`src/rtl/sfr_pkg.sv`:
```
`timescale 1ns/1ps
package sfr_pkg;
  typedef enum logic [2:0] {
    EV_START     = 3'd0,
    EV_DATA      = 3'd1,
    EV_PARITY    = 3'd2,
    EV_STOP      = 3'd3,
    EV_BAD_START = 3'd4,
    EV_BAD_STOP  = 3'd5,
    EV_PAR_ERR   = 3'd6
  } evt_e;

  typedef enum logic [2:0] {
    PAR_NONE  = 3'd0,
    PAR_ODD   = 3'd1,
    PAR_EVEN  = 3'd2,
    PAR_MARK  = 3'd3,
    PAR_SPACE = 3'd4
  } par_e;

  typedef enum logic [1:0] {
    STOP_HALF     = 2'd0,
    STOP_ONE      = 2'd1,
    STOP_ONE_HALF = 2'd2,
    STOP_TWO      = 2'd3
  } stop_e;

  typedef enum logic [2:0] {
    ST_IDLE, ST_START, ST_DATA, ST_PAR, ST_STOP
  } st_e;

  localparam int unsigned MIN_BITS = 5;
endpackage

```
`src/rtl/sfr_line_sync.sv`:
```
`timescale 1ns/1ps
module sfr_line_sync #(
  parameter int unsigned STAGES = 2
) (
  input  logic clk,
  input  logic rst_n,
  input  logic rx_line,
  input  logic invert,
  output logic line,
  output logic fall
);
  logic [STAGES-1:0] chain;
  logic              prev;

  // Inversion sits ahead of the flops so that flipping the polarity together
  // with the raw level produces no glitch on the logical line.
  generate
    if (STAGES == 1) begin : g_one
      always_ff @(posedge clk) begin
        if (!rst_n) chain <= '1;
        else        chain <= rx_line ^ invert;
      end
    end else begin : g_many
      always_ff @(posedge clk) begin
        if (!rst_n) chain <= '1;
        else        chain <= {chain[STAGES-2:0], rx_line ^ invert};
      end
    end
  endgenerate

  always_ff @(posedge clk) begin
    if (!rst_n) prev <= 1'b1;
    else        prev <= chain[STAGES-1];
  end

  assign line = chain[STAGES-1];
  assign fall = prev & ~line;
endmodule

```
`src/rtl/sfr_bit_timer.sv`:
```
`timescale 1ns/1ps
module sfr_bit_timer #(
  parameter int unsigned TMR_W = 17
) (
  input  logic             clk,
  input  logic             rst_n,
  input  logic             load,
  input  logic [TMR_W-1:0] load_val,
  output logic             tick
);
  logic [TMR_W-1:0] cnt;
  logic             run;

  assign tick = run && (cnt == '0);

  always_ff @(posedge clk) begin
    if (!rst_n) begin
      cnt <= '0;
      run <= 1'b0;
    end else if (load) begin
      cnt <= load_val;
      run <= 1'b1;
    end else if (tick) begin
      run <= 1'b0;
    end else if (run) begin
      cnt <= cnt - 1'b1;
    end
  end

  // sample points are separated by at least two cycles
  assert_tick_gap_R12: assert property (@(posedge clk) disable iff (!rst_n)
    tick |=> !tick);
endmodule

```
`src/rtl/sfr_frame_ctrl.sv`:
```
`timescale 1ns/1ps
module sfr_frame_ctrl
  import sfr_pkg::*;
#(
  parameter int unsigned CNT_W    = 16,
  parameter int unsigned MAX_BITS = 9,
  parameter int unsigned TMR_W    = CNT_W + 1
) (
  input  logic                clk,
  input  logic                rst_n,
  input  logic                line,
  input  logic                fall,
  input  logic                tick,
  input  logic [CNT_W-1:0]    cfg_clks_per_bit,
  input  logic [3:0]          cfg_data_bits,
  input  logic [2:0]          cfg_parity,
  input  logic [1:0]          cfg_stop,
  input  logic                cfg_msb_first,
  input  logic                cfg_invert_data,
  output logic                tmr_load,
  output logic [TMR_W-1:0]    tmr_val,
  output logic                evt_valid,
  output logic [2:0]          evt_type,
  output logic [MAX_BITS-1:0] evt_data
);
  localparam int unsigned NB_W = 4;

  st_e                 state, nxt;
  logic [CNT_W-1:0]    cpb_q;
  logic [NB_W-1:0]     nb_q, nb_in;
  par_e                par_q;
  stop_e               stop_q;
  logic                msb_q, invd_q;
  logic [MAX_BITS-1:0] shreg, shreg_nxt;
  logic [NB_W-1:0]     bit_cnt;

  logic [TMR_W-1:0]    per, half, quarter, stop_off;
  logic                has_par, dbit, exp_par;
  logic                ev_v;
  evt_e                ev_t;
  logic [MAX_BITS-1:0] ev_d;

  assign nb_in = (cfg_data_bits < NB_W'(MIN_BITS)) ? NB_W'(MIN_BITS) :
                 (cfg_data_bits > NB_W'(MAX_BITS)) ? NB_W'(MAX_BITS) : cfg_data_bits;

  assign per     = TMR_W'(cpb_q);
  assign half    = per >> 1;
  assign quarter = per >> 2;

  always_comb begin
    case (stop_q)
      STOP_HALF:     stop_off = half + quarter;
      STOP_ONE:      stop_off = per;
      STOP_ONE_HALF: stop_off = per + quarter;
      default:       stop_off = per + half;
    endcase
  end

  assign has_par = (par_q == PAR_ODD) || (par_q == PAR_EVEN) ||
                   (par_q == PAR_MARK) || (par_q == PAR_SPACE);
  assign dbit    = line ^ invd_q;

  always_comb begin
    case (par_q)
      PAR_ODD:  exp_par = ~(^shreg);
      PAR_EVEN: exp_par = ^shreg;
      PAR_MARK: exp_par = 1'b1;
      default:  exp_par = 1'b0;
    endcase
  end

  always_comb begin
    if (msb_q) shreg_nxt = {shreg[MAX_BITS-2:0], dbit};
    else       shreg_nxt = (shreg >> 1) | (MAX_BITS'(dbit) << (nb_q - 1'b1));
  end

  always_comb begin
    nxt      = state;
    tmr_load = 1'b0;
    tmr_val  = '0;
    ev_v     = 1'b0;
    ev_t     = EV_START;
    ev_d     = '0;
    case (state)
      ST_IDLE: if (fall) begin
        nxt      = ST_START;
        tmr_load = 1'b1;
        tmr_val  = (TMR_W'(cfg_clks_per_bit) >> 1) - 1'b1;
      end
      ST_START: if (tick) begin
        ev_v = 1'b1;
        if (!line) begin
          nxt      = ST_DATA;
          tmr_load = 1'b1;
          tmr_val  = per - 1'b1;
        end else begin
          ev_t = EV_BAD_START;
          ev_d = MAX_BITS'(1);
          nxt  = ST_IDLE;
        end
      end
      ST_DATA: if (tick) begin
        tmr_load = 1'b1;
        tmr_val  = per - 1'b1;
        if (bit_cnt == nb_q - 1'b1) begin
          ev_v = 1'b1;
          ev_t = EV_DATA;
          ev_d = shreg_nxt;
          if (has_par) begin
            nxt = ST_PAR;
          end else begin
            nxt     = ST_STOP;
            tmr_val = stop_off - 1'b1;
          end
        end
      end
      ST_PAR: if (tick) begin
        ev_v     = 1'b1;
        nxt      = ST_STOP;
        tmr_load = 1'b1;
        tmr_val  = stop_off - 1'b1;
        if (dbit == exp_par) begin
          ev_t = EV_PARITY;
          ev_d = MAX_BITS'(dbit);
        end else begin
          ev_t = EV_PAR_ERR;
          ev_d = MAX_BITS'({exp_par, dbit});
        end
      end
      ST_STOP: if (tick) begin
        ev_v = 1'b1;
        nxt  = ST_IDLE;
        ev_t = line ? EV_STOP : EV_BAD_STOP;
        ev_d = MAX_BITS'(line);
      end
      default: nxt = ST_IDLE;
    endcase
  end

  always_ff @(posedge clk) begin
    if (!rst_n) begin
      state     <= ST_IDLE;
      cpb_q     <= '0;
      nb_q      <= NB_W'(8);
      par_q     <= PAR_NONE;
      stop_q    <= STOP_ONE;
      msb_q     <= 1'b0;
      invd_q    <= 1'b0;
      shreg     <= '0;
      bit_cnt   <= '0;
      evt_valid <= 1'b0;
      evt_type  <= '0;
      evt_data  <= '0;
    end else begin
      state     <= nxt;
      evt_valid <= ev_v;
      evt_type  <= ev_t;
      evt_data  <= ev_d;
      if (state == ST_IDLE) begin
        cpb_q  <= cfg_clks_per_bit;
        nb_q   <= nb_in;
        par_q  <= par_e'(cfg_parity);
        stop_q <= stop_e'(cfg_stop);
        msb_q  <= cfg_msb_first;
        invd_q <= cfg_invert_data;
      end
      if (state == ST_START && tick) begin
        shreg   <= '0;
        bit_cnt <= '0;
      end
      if (state == ST_DATA && tick) begin
        shreg   <= shreg_nxt;
        bit_cnt <= bit_cnt + 1'b1;
      end
    end
  end

  // a rejected start leaves the receiver idle
  assert_bad_start_idle_R2: assert property (@(posedge clk) disable iff (!rst_n)
    (evt_valid && evt_type == EV_BAD_START) |-> state == ST_IDLE);
  // data payload never exceeds the captured width
  assert_data_width_R3: assert property (@(posedge clk) disable iff (!rst_n)
    (evt_valid && evt_type == EV_DATA) |-> ((evt_data >> nb_q) == '0));
  // without parity the data event leads straight into the stop bit
  assert_no_par_skip_R5: assert property (@(posedge clk) disable iff (!rst_n)
    (evt_valid && evt_type == EV_DATA && !has_par) |-> state == ST_STOP);
  // captured settings hold while a frame is in progress
  assert_cfg_hold_R10: assert property (@(posedge clk) disable iff (!rst_n)
    (state != ST_IDLE) |=> ($stable(cpb_q) && $stable(nb_q) && $stable(par_q) &&
                            $stable(stop_q) && $stable(msb_q) && $stable(invd_q)));
  // events are isolated single-cycle pulses
  assert_evt_isolated_R11: assert property (@(posedge clk) disable iff (!rst_n)
    evt_valid |=> !evt_valid);
endmodule

```
`src/rtl/serial_frame_rx.sv`:
```
`timescale 1ns/1ps
module serial_frame_rx #(
  parameter int unsigned CNT_W       = 16,
  parameter int unsigned SYNC_STAGES = 2,
  parameter int unsigned MAX_BITS    = 9
) (
  input  logic                clk,
  input  logic                rst_n,
  input  logic                rx_line,
  input  logic [CNT_W-1:0]    cfg_clks_per_bit,
  input  logic [3:0]          cfg_data_bits,
  input  logic [2:0]          cfg_parity,
  input  logic [1:0]          cfg_stop,
  input  logic                cfg_msb_first,
  input  logic                cfg_invert_line,
  input  logic                cfg_invert_data,
  output logic                evt_valid,
  output logic [2:0]          evt_type,
  output logic [MAX_BITS-1:0] evt_data
);
  localparam int unsigned TMR_W = CNT_W + 1;

  logic             line, fall, tick, tmr_load;
  logic [TMR_W-1:0] tmr_val;

  sfr_line_sync #(.STAGES(SYNC_STAGES)) u_sync (
    .clk(clk), .rst_n(rst_n), .rx_line(rx_line), .invert(cfg_invert_line),
    .line(line), .fall(fall)
  );

  sfr_bit_timer #(.TMR_W(TMR_W)) u_timer (
    .clk(clk), .rst_n(rst_n), .load(tmr_load), .load_val(tmr_val), .tick(tick)
  );

  sfr_frame_ctrl #(.CNT_W(CNT_W), .MAX_BITS(MAX_BITS), .TMR_W(TMR_W)) u_ctrl (
    .clk(clk), .rst_n(rst_n), .line(line), .fall(fall), .tick(tick),
    .cfg_clks_per_bit(cfg_clks_per_bit), .cfg_data_bits(cfg_data_bits),
    .cfg_parity(cfg_parity), .cfg_stop(cfg_stop), .cfg_msb_first(cfg_msb_first),
    .cfg_invert_data(cfg_invert_data), .tmr_load(tmr_load), .tmr_val(tmr_val),
    .evt_valid(evt_valid), .evt_type(evt_type), .evt_data(evt_data)
  );
endmodule

```
`config.mk`:
```
export PLATFORM = sky130hd
export DESIGN_NAME = serial_frame_rx
export DESIGN_NICKNAME = d
export VERILOG_FILES = /design/src/rtl/sfr_pkg.sv /design/src/rtl/sfr_line_sync.sv /design/src/rtl/sfr_bit_timer.sv /design/src/rtl/sfr_frame_ctrl.sv /design/src/rtl/serial_frame_rx.sv
export SDC_FILE = /design/constraint.sdc
export NUM_CORES = 1
export LEC_CHECK = 0
export ABC_AREA = 0
export BUFFER_PORTS_ARGS = -buffer_cell sky130_fd_sc_hd__buf_2
export CORE_ASPECT_RATIO = 1.1
export CORE_MARGIN = 8
export CORE_UTILIZATION = 40
export DETAILED_ROUTE_END_ITERATION = 6
export PLACE_DENSITY = 0.64
export SYNTH_ARGS = -nofsm -noshare
export SYNTH_HDL_FRONTEND = slang
export SYNTH_SLANG_ARGS = --single-unit
```
`constraint.sdc`:
```
create_clock -name clk -period 6.4 [get_ports clk]
set_input_delay 0.32 -clock clk [delete_from_list [all_inputs] [get_ports clk]]
set_output_delay 0.32 -clock clk [all_outputs]
set_load 0.02 [all_outputs]
```
Yosys cells after proc, flatten, opt, wreduce, memory -nomap -nowiden
Cells that the tools add are included.
Operators by class
  reductions and logical operators: 17
  order comparisons: 2
  eq/ne operators: 19
  mux-type cells: 56
  shift-type cells: 1
  add/sub/neg operators: 9
  bitwise gates (word level): 6
Operators with widths (number)
  2-to-1 mux 17 bit: 10
  one-hot mux 17 bit (4 select lines): 1
  2-to-1 mux 9 bit: 7
  one-hot mux 17 bit (3 select lines): 1
  2-to-1 mux 3 bit: 14
  one-hot mux 9 bit (4 select lines): 1
  subtractor 17 x 1 -> 17 bit, second input constant: 2
  adder 16 x 14 -> 17 bit: 1
  adder 16 x 15 -> 17 bit: 1
  zero test 17 bit: 1
  subtractor 16 x 1 -> 17 bit, second input constant: 1
  adder 15 x 14 -> 16 bit: 1
  2-to-1 mux 4 bit: 4
  subtractor 15 x 1 -> 16 bit, second input constant: 1
  one-hot mux 3 bit (5 select lines): 1
  == test 3 x 2 -> 1 bit, second input constant: 4
  one-hot mux 3 bit (4 select lines): 1
  2-to-1 mux 1 bit: 11
  inequality test 2 x 1 -> 1 bit, second input constant: 5
  bitwise OR 8 x 9 -> 9 bit: 1
  parity 9 bit: 1
  << shifter 1 x 4 -> 9 bit: 1
  == test 3 x 1 -> 1 bit, second input constant: 2
  == test 3 bit, second input constant: 2
  other kinds (24): 35
Storage, ports and cells
  word-level logic and storage cells: 126
  register bits after elaboration: 77

Longest topological paths before layout
  depth in word-level cells: 9
  mapped depth: 20
  depth with buffers taken out: 15

Cells and area by module
Synthesis repeated with hierarchy kept, for this count alone.
Second synthesis, totals
  cell total of the unflattened synthesis: 937
  area total of the unflattened synthesis: 7049.3 µm²
By module, submodules not included
  sfr_frame_ctrl: seq. area each 1121.1 µm², times used 1, area an instance 5933.2 µm², cells an instance 808
  sfr_bit_timer: seq. area each 360.3 µm², times used 1, area an instance 1024.7 µm², cells an instance 121
  sfr_line_sync: seq. area each 60.1 µm², times used 1, area an instance 91.3 µm², cells an instance 8

Worst setup path after synthesis
OpenSTA, ideal clock, no wires.
  path type: reg-to-reg
  start point: register u_ctrl.stop_q[1]
  end point: register u_timer.cnt[14]
  stages on the path, launching flop included: 19
  path buffers: 5
  data arrival time: 4.398 ns
  slack: 1.932 ns
  clock period less this slack: 4.468 ns
  library setup time: 0.070 ns
  cells stage by stage: dfxtp_1 buf_2 buf_2 clkbuf_1 nor2b_1 clkbuf_1 clkbuf_1 o21ai_0 fa_1 a21oi_1 nor3_1 or4_1 a21o_1 a32oi_1 o31ai_1 a21oi_1 nand2_1 o2bb2a_1 a21oi_1
Between the ends
  longest elaborated chain between the ends: 8
  elaborated cells between the ends (all ways): 11
RTL lines
  start, declared: line sfr_frame_ctrl.sv:32  | stop_e stop_q;
  start signal, assigned: line sfr_frame_ctrl.sv:163  | stop_q <= stop_e'(cfg_stop);
  == test 2 bit (tied with other cells): line sfr_frame_ctrl.sv:51  | case (stop_q)
  one-hot mux 17 bit (3 select lines) (*): line sfr_frame_ctrl.sv:51
  subtractor 17 x 1 -> 17 bit (*): line sfr_frame_ctrl.sv:113, sfr_frame_ctrl.sv:121
  2-to-1 mux 17 bit: line sfr_frame_ctrl.sv:109  | if (has_par) begin
  2-to-1 mux 17 bit: line sfr_frame_ctrl.sv:105  | if (bit_cnt == nb_q - 1'b1) begin
  2-to-1 mux 17 bit: line sfr_frame_ctrl.sv:102  | ST_DATA: if (tick) begin
  one-hot mux 17 bit (4 select lines) (*): line sfr_frame_ctrl.sv:84  | case (state)
  2-to-1 mux 17 bit (*): line sfr_bit_timer.sv:20  | end else if (load) begin
  end signal, assigned: line sfr_bit_timer.sv:21  | cnt <= load_val;
  end signal, assigned: line sfr_bit_timer.sv:26  | cnt <= cnt - 1'b1;
  end, declared: line sfr_bit_timer.sv:11  | logic [TMR_W-1:0] cnt;
Mark *: on every way between the ends. The rest lies on a longest branch, timed or not.
A chain may end at the register's enable or synchronous reset.

Worst setup path in the final report
  start point: register u_ctrl.stop_q[1]
  end point: register u_timer.cnt[16]
The elaborated chain is that of the path after synthesis.

==> run summary <==
After the last flow step, the layout net total stands at 1037. The run gives 0.34 ns as the clock latency on the worst-skew pair. The floorplan step defined a die boundary enclosing 0.02175 mm². The logs give 0.009957 ns for the setup skew after layout and 86 for the unique cell type count in the Yosys netlist. The filler cells instantiated in the layout total 1782. The flow ran to the end, and the final reports show no timing, DRC or antenna violations. Most common cell after layout, fill and taps aside: sky130_fd_sc_hd__nand2_1. The worst setup path is of the flip-flop to flip-flop kind. The tools report the count of antenna-violating nets left after detailed routing as 0. The worst path uses 71.31% of the clock period. The number of DRC violations after detailed routing came out at 0. The top cell types in the final layout, fill and taps aside, are 127 x sky130_fd_sc_hd__nand2_1, 98 x sky130_fd_sc_hd__a21oi_1, 91 x sky130_fd_sc_hd__nor2_1.

The overall die height is 153.9 µm. Path type of the worst min-delay path: primary input to flip-flop. Setup repair after global routing left no endpoint under its margin.

The initial antenna violation count was 0; the growth of design area from synthesis to finish was 9.323%. In this run, CTS created clock tree buffers numbering 9. The number of warning messages in the yosys log came out at 0. Summed over all layers, the global routing overflow is 0.

In this run the count of I/O pins placed on the die edge is 44. After clock tree synthesis, the clock-pin slew on the worst setup and hold paths is 0.07 ns. Number of failing hold endpoints at the final stage: 0.

At the pin with the least slew margin, the transition time is 1.089 ns. The end point of the worst hold path is u_sync.chain[0]$_SDFF_PN1_. Detailed routing placed a total of 9583 µm of wire on met2.

For the combined area of all synthesized cells, the log shows 0.006912 mm². The slack of the worst reg-to-reg path was 1.84 ns. CTS built an H-tree with a depth of 3.

STA puts the critical path data required time at 6.66 ns. For this design, the CTS-stage hold fixing added 0 buffers. The worst hold path begins at rx_line. The number of vias per cell was 5.634.

The clock root buffer master is sky130_fd_sc_hd__clkbuf_16. The clock period could shrink to 4.564 ns. After synthesis, flip-flops and latches occupy 22.30% of the total area.

The post-detailed-route wirelength per cell was 16.55 µm; the multi-input gate area in the final layout was 0.005015 mm². The worst setup path is captured at a flip-flop. Static timing analysis puts the maximum clock frequency at 0.2191 GHz. The first global-routing pass estimated 32000 µm of wire.

Summed over all cells, the static leakage comes to 0.003052 µW. TritonCTS built the clock tree. The area of the placeable core was 0.01695 mm².

The initialized floorplan defines 50 standard-cell rows. Hold is met by 0.2063 ns. The number of buffer cells added on primary ports is 43.

Across the run, the number of max-cap violations was 0. Across the whole layout, storage elements account for 0.001541 mm². Top routing layer in use: met4. The number of global-route vias before repair was 6321; the total global routing track utilization was 17.90%. For this configuration, the core starts out at a cell density of 40.77%.

The worst pin sits at a relative slew slack of 26.73%. In the final layout, the share of cells above drive strength 1 is 9.833%. The total negative slack for setup checks is 0 ns. The power per cell area is 242.9 mW/mm², and the path depth of the worst reg2reg path is 15. The average cell area after synthesis works out to 7.392 µm². The worst setup path is launched from a flip-flop. The critical register-to-register path endpoint is u_timer.cnt[16]$_SDFFE_PN0P_. For the max-slew violation count, the log shows 0.

After clock tree synthesis, the setup repair step added 0 buffers. Along the worst hold path, the cell count comes to 3. The run gives 910 µm as the routed length on met3. In this run, synthesis produced a sequential element count of 77. In this run the critical register-to-register path is launched from u_ctrl.stop_q[1]$_SDFFE_PN0P_. The tools report the number of sinks driven by the clock tree as 77.

The global placement routability congestion is 0.9274. STA puts the critical path data arrival time at 4.82 ns. Setup violations remaining at the end of the flow were counted as 0. The number of nets handed over by synthesis was 1021. The run gives 1835 µW as the total power consumption of the routed design.

After technology mapping, the gate count stands at 935. Measured along the x axis, the die boundary spans 141.3 µm. Among all flip-flop cells after synthesis, the most frequent one is sky130_fd_sc_hd__dfxtp_1. The largest net degree at the start of global routing was 42; the number of violations reported at the end of detailed-routing iteration 0 was 657. Post-DP HPWL: 14810 µm. The worst-case IR drop observed on VDD is 0.1345 mV.

For this block, the via count after detailed routing is 6705. The number of flops mapped to enable cells by yosys was 0. In this run the worst path has a maximum fanout of 41.

The number of instances resized during post-cts repair is 0, and the routed wire length is 19690 µm. The async set or reset register ratio after synthesis works out to 0%. The number of antenna cells inserted is 0.

In the final routing, the length of wire on met1 measures 8812 µm. The tools report the worst-case clock buffer depth as 2. The number of iterations in the first detailed-routing pass is 5.
[critical path: stages (launching register included)]
cell and delay [ns]:
sky130_fd_sc_hd__dfxtp_1 0.31, sky130_fd_sc_hd__buf_4 0.37, sky130_fd_sc_hd__nor2b_1 0.61, sky130_fd_sc_hd__o21ai_0 0.18
sky130_fd_sc_hd__ha_1 0.26, sky130_fd_sc_hd__fa_1 0.43, sky130_fd_sc_hd__a21oi_1 0.27, sky130_fd_sc_hd__nor3_1 0.11
sky130_fd_sc_hd__or4_1 0.59, sky130_fd_sc_hd__a21o_1 0.18, sky130_fd_sc_hd__a32oi_1 0.26, sky130_fd_sc_hd__o31ai_1 0.14
sky130_fd_sc_hd__a21oi_1 0.22, sky130_fd_sc_hd__nand4_1 0.14, sky130_fd_sc_hd__xor2_1 0.17, sky130_fd_sc_hd__o31ai_1 0.21
[power breakdown]
part,switching (µW),internal [µW]
Clock,227,309
Sequential,67.9,516
Combinational,434,282
[stage by stage]
stage | instance area, µm² | instances | utilization, % | setup WS (ns)
detailed placement | 7248 | 1174 | 42.75 | 1.856
CTS | 7556 | 1190 | 44.57 | 1.847
global route | 7556 | 1190 | 44.57 | 1.427
floorplan | 6912 | 935 | - | 1.932
finish | 7556 | 1190 | 44.57 | 1.836
global placement | 7248 | 1174 | 42.75 | 1.951
[area by class of cell]
cell class                 count  area share [%]
multi-input combinational    776           66.37
sequential                    77           20.40
tap                          234           3.875
timing repair buffer          48           3.345
clock buffer                   9           2.981
inverter                      39           1.937
clock inverter                 7           1.093
[per-layer routing]
metal / vias up / global-route usage, %
li1: 3384 / -
met1: 3141 / 22.86
met2: 156 / 30.56
met3: 24 / 1.951
met4: 0 / 6.250
met5: - / 0
[cells in the mapped netlist (13+ instances only)]
cell,count,share of area [%]
sky130_fd_sc_hd__a211oi_1,13,1.4
sky130_fd_sc_hd__a21oi_1,98,7.1
sky130_fd_sc_hd__clkbuf_1,29,1.6
sky130_fd_sc_hd__dfxtp_1,77,22
sky130_fd_sc_hd__ha_1,53,9.6
sky130_fd_sc_hd__inv_1,39,2.1
sky130_fd_sc_hd__nand2_1,127,6.9
sky130_fd_sc_hd__nand2b_1,15,1.4
sky130_fd_sc_hd__nand3_1,22,1.6
sky130_fd_sc_hd__nor2_1,91,4.9
sky130_fd_sc_hd__nor3_1,32,2.3
sky130_fd_sc_hd__o21ai_0,57,4.1
sky130_fd_sc_hd__or3_1,14,1.3
sky130_fd_sc_hd__xnor2_1,48,6.1
sky130_fd_sc_hd__xor2_1,28,3.5
[logic make-up after synthesis]
group / synth area share [%]
AO/OA/AOI/OAI: 24.80
XOR/XNOR: 9.957
adder cells (fa/ha/maj): 10.17
buffers and inverters: 5.214
flip-flops: 22.30
multiplexers: 1.466
AND/OR/NAND/NOR: 26.09
[worst max path at each step]
stage / startpoint / to / slack [ns] / cells after the start
final: u_ctrl.stop_q[1]$_SDFFE_PN0P_ / u_timer.cnt[16]$_SDFFE_PN0P_ / 1.84 / 15
after global routing: u_ctrl.stop_q[1]$_SDFFE_PN0P_ / u_timer.cnt[16]$_SDFFE_PN0P_ / 1.43 / 15
after CTS: u_ctrl.stop_q[1]$_SDFFE_PN0P_ / u_timer.cnt[16]$_SDFFE_PN0P_ / 1.85 / 15
after detailed placement: u_ctrl.stop_q[1]$_SDFFE_PN0P_ / u_timer.cnt[16]$_SDFFE_PN0P_ / 1.86 / 15
after global placement: u_ctrl.stop_q[1]$_SDFFE_PN0P_ / u_timer.cnt[14]$_SDFFE_PN0P_ / 1.95 / 15
after floorplan: u_ctrl.stop_q[1]$_SDFFE_PN0P_ / u_timer.cnt[14]$_SDFFE_PN0P_ / 1.93 / 18
[registers in the layout (all words and copies together), names as in the netlist]
signal,count
u_ctrl.bit_cnt,4
u_ctrl.evt_data,9
u_ctrl.evt_type,3
u_sync.prev,1
u_ctrl.evt_valid,1
u_timer.run,1
u_ctrl.par_q,3
u_ctrl.cpb_q,16
u_ctrl.state,3
u_ctrl.msb_q,1
u_ctrl.stop_q,2
u_ctrl.shreg,9
u_ctrl.nb_q,4
u_timer.cnt,17
u_ctrl.invd_q,1
u_sync.chain,2
Power figures use the tool's default switching activity.
